===== src/rtl/itp_pkg.sv =====
package itp_pkg;
  localparam int NUM_TMR = 2;
  localparam int REG_W   = 8;

  typedef struct packed {
    logic       en;
    logic [3:0] spare;
    logic [2:0] sel;
  } ctrl_t;

  // log2 of prescale period: select 0 is a single clock, others 2^(base+sel)
  function automatic logic [4:0] pre_shift(input logic [2:0] sel, input int base);
    if (sel == 3'd0) return 5'd0;
    return 5'(base + int'(sel));
  endfunction
endpackage


===== src/rtl/itp_prescale.sv =====
module itp_prescale #(
  parameter int TICK_W   = 8,
  parameter int PRE_BASE = 8,
  parameter int ACC_W    = 16
) (
  input  logic              clk_i,
  input  logic              rst_ni,
  input  logic              clr_i,
  input  logic              run_i,
  input  logic [2:0]        sel_i,
  input  logic [TICK_W-1:0] tick_i,
  output logic [ACC_W:0]    inc_o
);
  logic [ACC_W-1:0] acc_q;
  logic [ACC_W:0]   sum;
  logic [ACC_W-1:0] mask;
  logic [4:0]       shamt;

  assign shamt = itp_pkg::pre_shift(sel_i, PRE_BASE);
  assign sum   = {1'b0, acc_q} + (ACC_W+1)'(tick_i);
  assign mask  = ~({ACC_W{1'b1}} << shamt);
  assign inc_o = run_i ? (sum >> shamt) : '0;

  always_ff @(posedge clk_i or negedge rst_ni) begin
    if (!rst_ni)    acc_q <= '0;
    else if (clr_i) acc_q <= '0;
    else if (run_i) acc_q <= sum[ACC_W-1:0] & mask;
  end
endmodule


===== src/rtl/itp_wrap.sv =====
module itp_wrap #(
  parameter int CNT_W = 8,
  parameter int IN_W  = 17
) (
  input  logic [CNT_W-1:0] count_i,
  input  logic [IN_W-1:0]  inc_i,
  input  logic [CNT_W-1:0] limit_i,
  output logic [CNT_W-1:0] next_o,
  output logic             wrap_o
);
  localparam int S_W = IN_W + 1;

  logic [CNT_W-1:0] modulus;
  logic [S_W-1:0]   total;

  assign modulus = (limit_i == '0) ? CNT_W'(1) : limit_i;
  assign total   = S_W'(count_i) + S_W'(inc_i);
  assign wrap_o  = total >= S_W'(modulus);

  // restoring remainder, one bit per stage
  always_comb begin
    logic [CNT_W-1:0] rem;
    logic [CNT_W:0]   t;
    rem = '0;
    for (int i = S_W-1; i >= 0; i--) begin
      t = {rem, total[i]};
      if (t >= {1'b0, modulus}) t = t - {1'b0, modulus};
      rem = t[CNT_W-1:0];
    end
    next_o = rem;
  end
endmodule


===== src/rtl/itp_channel.sv =====
module itp_channel #(
  parameter int TICK_W   = 8,
  parameter int PRE_BASE = 8,
  parameter int CNT_W    = 8
) (
  input  logic              clk_i,
  input  logic              rst_ni,
  input  logic              we_ctrl_i,
  input  logic              we_data_i,
  input  logic [7:0]        wdata_i,
  input  logic [TICK_W-1:0] tick_i,
  output logic [7:0]        ctrl_o,
  output logic [CNT_W-1:0]  cnt_o,
  output logic [CNT_W-1:0]  limit_o,
  output logic              wrap_o
);
  localparam int ACC_W = PRE_BASE + 8;

  itp_pkg::ctrl_t   ctrl_q;
  logic [CNT_W-1:0] cnt_q, limit_q, cnt_nx;
  logic [ACC_W:0]   inc;
  logic             run, wrap;

  assign run = ctrl_q.en && !we_ctrl_i && !we_data_i;

  itp_prescale #(.TICK_W(TICK_W), .PRE_BASE(PRE_BASE), .ACC_W(ACC_W)) u_pre (
    .clk_i (clk_i),
    .rst_ni(rst_ni),
    .clr_i (we_ctrl_i),
    .run_i (run),
    .sel_i (ctrl_q.sel),
    .tick_i(tick_i),
    .inc_o (inc)
  );

  itp_wrap #(.CNT_W(CNT_W), .IN_W(ACC_W+1)) u_wrap (
    .count_i(cnt_q),
    .inc_i  (inc),
    .limit_i(limit_q),
    .next_o (cnt_nx),
    .wrap_o (wrap)
  );

  always_ff @(posedge clk_i or negedge rst_ni) begin
    if (!rst_ni) begin
      ctrl_q  <= '0;
      limit_q <= '0;
      cnt_q   <= '0;
    end else begin
      if (we_ctrl_i) ctrl_q <= itp_pkg::ctrl_t'(wdata_i);
      if (we_data_i) limit_q <= CNT_W'(wdata_i);
      if (we_ctrl_i || we_data_i) cnt_q <= '0;
      else if (run)               cnt_q <= cnt_nx;
    end
  end

  assign ctrl_o  = ctrl_q;
  assign cnt_o   = cnt_q;
  assign limit_o = limit_q;
  assign wrap_o  = run && wrap;
endmodule


===== src/rtl/interval_timer_pair.sv =====
module interval_timer_pair #(
  parameter int TICK_W   = 8,
  parameter int PRE_BASE = 8,
  parameter int PRIO_W   = 3,
  parameter int PRIO_LIM = 4
) (
  input  logic              clk_i,
  input  logic              rst_ni,
  input  logic              we_i,
  input  logic [1:0]        addr_i,
  input  logic [7:0]        wdata_i,
  output logic [7:0]        rdata_o,
  input  logic [TICK_W-1:0] tick_i,
  input  logic [1:0]        irq_en_i,
  input  logic              glb_en_i,
  input  logic [PRIO_W-1:0] prio_i,
  input  logic [1:0]        ack_i,
  output logic [1:0]        irq_o
);
  localparam int NT    = itp_pkg::NUM_TMR;
  localparam int CNT_W = itp_pkg::REG_W;

  logic [NT-1:0][7:0]       ctrl_all;
  logic [NT-1:0][CNT_W-1:0] cnt_all;
  logic [NT-1:0][CNT_W-1:0] lim_all;
  logic [NT-1:0]            wrap_all;
  logic [NT-1:0]            gate;
  logic [NT-1:0]            irq_q;

  for (genvar ch = 0; ch < NT; ch++) begin : g_ch
    logic hit;
    assign hit = we_i && (addr_i[1] == 1'(ch));

    itp_channel #(.TICK_W(TICK_W), .PRE_BASE(PRE_BASE), .CNT_W(CNT_W)) u_ch (
      .clk_i    (clk_i),
      .rst_ni   (rst_ni),
      .we_ctrl_i(hit && !addr_i[0]),
      .we_data_i(hit && addr_i[0]),
      .wdata_i  (wdata_i),
      .tick_i   (tick_i),
      .ctrl_o   (ctrl_all[ch]),
      .cnt_o    (cnt_all[ch]),
      .limit_o  (lim_all[ch]),
      .wrap_o   (wrap_all[ch])
    );

    if (ch == 0) begin : g_plain
      assign gate[ch] = irq_en_i[ch] && glb_en_i;
    end else begin : g_prio
      assign gate[ch] = irq_en_i[ch] && glb_en_i && (prio_i < PRIO_W'(PRIO_LIM));
    end

    always_ff @(posedge clk_i or negedge rst_ni) begin
      if (!rst_ni)                        irq_q[ch] <= 1'b0;
      else if (wrap_all[ch] && gate[ch])  irq_q[ch] <= 1'b1;
      else if (ack_i[ch])                 irq_q[ch] <= 1'b0;
    end
  end

  assign irq_o   = irq_q;
  assign rdata_o = addr_i[0] ? cnt_all[addr_i[1]] : ctrl_all[addr_i[1]];
endmodule


===== config.mk =====
export PLATFORM = sky130hd
export DESIGN_NAME = interval_timer_pair
export DESIGN_NICKNAME = d
export VERILOG_FILES = /design/src/rtl/itp_pkg.sv /design/src/rtl/itp_prescale.sv /design/src/rtl/itp_wrap.sv /design/src/rtl/itp_channel.sv /design/src/rtl/interval_timer_pair.sv
export SDC_FILE = /design/constraint.sdc
export NUM_CORES = 1
export LEC_CHECK = 0
export CAP_MARGIN = 20
export CORE_UTILIZATION = 55
export CTS_BUF_LIST = sky130_fd_sc_hd__clkbuf_8
export DETAILED_ROUTE_END_ITERATION = 8
export HOLD_SLACK_MARGIN = 0.12
export PLACE_DENSITY_LB_ADDON = 0.3
export SLEW_MARGIN = 5
export SYNTH_ARGS = -nofsm -noshare
export SYNTH_HDL_FRONTEND = slang
export SYNTH_HIERARCHICAL = 1
export SYNTH_SLANG_ARGS = --single-unit

===== constraint.sdc =====
create_clock -name clk_i -period 53.7 [get_ports clk_i]
set_input_delay 10.74 -clock clk_i [delete_from_list [all_inputs] [get_ports clk_i]]
set_output_delay 10.74 -clock clk_i [all_outputs]
set_load 0.02 [all_outputs]

==> impl_metrics.json <==
{
  "syn_to_final_growth_pct": 23.58,
  "skew_ns": 0.02473,
  "port_buffers": 36,
  "drt_iter0_markers": 1638,
  "ios": 39,
  "synth_top_area_frac": 0.1790,
  "fmax_mhz": 19.34,
  "async_flop_share": 1.000,
  "maxCapViolCount": 0,
  "yosysSeqAreaShare": 0.08892,
  "ys_types": 120,
  "critPathLaunchType": "primary input",
  "max_stage_delay_ns": 0.44,
  "fp.dieH_um": 204.3,
  "core_um2": 40010,
  "place_hpwl_mm": 54.93,
  "grt_pass1_wl_mm": 113.1,
  "track_usage": 0.3283,
  "place_congestion": 0.9807,
  "clock_sinks": 80,
  "crit_type": "in -> reg",
  "tns_ns": 0,
  "status": "finished, final reports clean",
  "cts_buffers": 9,
  "postRouteWirelength_mm": 70.79,
  "htree_levels": 3,
  "diodes": 0,
  "report.final.hold_viol_count": 0,
  "slew_viol_final": 0,
  "max-slew-margin-rel": 0.4573,
  "grt_pass1_vias": 22989,
  "clock_latency_ns": 0.37,
  "synthTopCellsByArea": "ha_1 (18%), dfrtp_1 (8.9%), mux2_2 (5.4%)",
  "nNetsFinal": 3640,
  "clk_pin_slew_ns": 0.09,
  "ant_nets": 0,
  "crit_family": "compound AO/OA/AOI/OAI gates",
  "crit_path_end_kind": "flip-flop",
  "min_path_type": "reg -> reg",
  "layout-drive-gt1-share": 0.2587,
  "yosys_warnings": 6,
  "setup_viol": 0,
  "start_util": 0.5627,
  "ys.flop_type": "dfrtp_1",
  "multi_input_area_um2": 20480,
  "seq_area_um2": 2003,
  "synth_edf_count": 0,
  "nFillCells": 3249,
  "tightestPinTransition_ns": 0.8091,
  "grt_max_degree": 81,
  "core.rowCount": 73,
  "critPathMaxFanout": 8,
  "synthCells": 2802,
  "die_x_um": 204.3,
  "root_buffer": "clkbuf_8",
  "tritoncts": "built",
  "antenna_found_initial": 0,
  "grt_overflow_total": 0,
  "clk_path_buf_depth": 2,
  "synth_area_um2": 22510,
  "syn_avg_cell_area_um2": 8.035,
  "wl_per_cell_um": 18.73,
  "r2r_slack_ns": 12.06,
  "crit_buf_inv": 21,
  "critPathMostFrequentCell": "a21o_1",
  "route.detailed.drc": 0,
  "arrival_ns": 51.95,
  "drtPass1Iterations": 5,
  "die-area_um2": 41740,
  "crit_required_ns": 53.93,
  "slowest_stage": "o41a_1",
  "period_share": 0.9631,
  "viasPerCell": 6.209,
  "ys_seq_elements": 80,
  "vias": 23470,
  "synth_top_area_cell": "ha_1",
  "syn-num-nets": 3191,
  "ctsHoldBuffers": 0,
  "finalCriticalPeriod_ns": 51.72
}
[stage by stage]
step	instance area, µm²	hold WS (ns)	setup WS [ns]	std cells	util
final	27820	0.5062	1.983	3780	0.6954
after global routing	27820	0.5316	-0.3355	3780	0.6954
after CTS	26520	0.5032	0.001410	3721	0.6628
after detailed placement	26070	0.4815	-1.220	3689	0.6516
after global placement	26070	0.4677	-0.3930	3689	0.6516
after floorplan	22510	0.4538	0.2075	2802	-
[logic make-up after synthesis]
family	after synthesis	share of synthesized area
AO/OA/AOI/OAI	847	0.2629
XOR/XNOR	220	0.08626
flip-flops	80	0.08892
AND/OR/NAND/NOR	844	0.1942
adder cells (fa/ha/maj)	360	0.2127
other	2	0.0003336
buffers and inverters	230	0.04363
multiplexers	219	0.1110
[cell type report]
type,instances,area share
clock buffer,10,0.004947
timing repair buffer,492,0.1375
multi-input combinational,2492,0.7361
sequential,80,0.07200
tap,525,0.02361
inverter,176,0.02375
clock inverter,5,0.002069
[placed cells by master (no fill, tap or decap), drive strengths merged, types with 41 or more instances in the layout]
master / count
xor2: 114
buf: 457
ha: 322
xnor2: 106
inv: 178
mux2: 113
nor2: 200
dfrtp: 80
o21ai: 222
nand2: 192
mux2i: 96
nand2b: 79
nand4: 41
a21oi: 166
nor2b: 84
a21o: 128
nand3: 76
[Yosys cell counts (30+ instances only)]
cell type	instances
nand4_1	41
o21ai_0	208
ha_1	322
o21a_1	35
mux2i_1	94
a21o_1	127
xnor2_1	104
nand2_1	191
dfrtp_1	80
nor3_1	30
nor2_1	197
inv_1	176
nor2b_1	84
nand3_1	74
fa_1	38
and3_1	30
xor2_1	114
a21oi_1	159
nand2b_1	79
mux2_2	107
[sequential cells by signal, indices dropped and copies added (netlist names)]
name,flops
g_ch.u_ch/cnt_o,16
g_ch.u_ch/u_pre/acc_q,30
irq_o,2
g_ch.u_ch/limit_o,16
g_ch.u_ch/ctrl_o,16
[layer usage]
layer,wire [µm],global-route usage
met1,30700,0.4230
met2,34400,0.5766
met3,3345,0.02408
met4,2351,0.1077
met5,0,0
[worst register-to-register path, delay by kind of cell (launching register included)]
family                     cells  cell delay, ns
AOI/OAI and AO/OA            125           22.35
and+or+nand+nor               50            6.21
buffers and inverters         20            2.25
adders and majority gates     21            5.53
DFF                            1            0.41
xor gates and xnor gates       2            0.32
muxes                         16            4.46
[final timing paths]
check / start / end / cells after the start
setup / recovery: tick_i[0] / g_ch[0].u_ch/cnt_o[4] / 235
setup reg to reg: g_ch[0].u_ch/u_pre/acc_q[0] / g_ch[0].u_ch/cnt_o[4] / 234
hold reg to reg: g_ch[0].u_ch/limit_o[0] / g_ch[0].u_ch/limit_o[0] / 1
min in group asynchronous: rst_ni / g_ch[0].u_ch/u_pre/acc_q[4] / 1
hold / removal: g_ch[0].u_ch/limit_o[0] / g_ch[0].u_ch/limit_o[0] / 1
max in group asynchronous: rst_ni / g_ch[0].u_ch/limit_o[1] / 2
[what timing repair did]
action	CTS	global route
buffers inserted	17	58
pin swaps	8	102
resized for setup	47	219
cloned	0	0
endpoints found under the setup margin	16	16
Power is left out: the tool's default activity adds up to more than one toggle a clock period on the data nets, which glitch-free logic cannot reach.
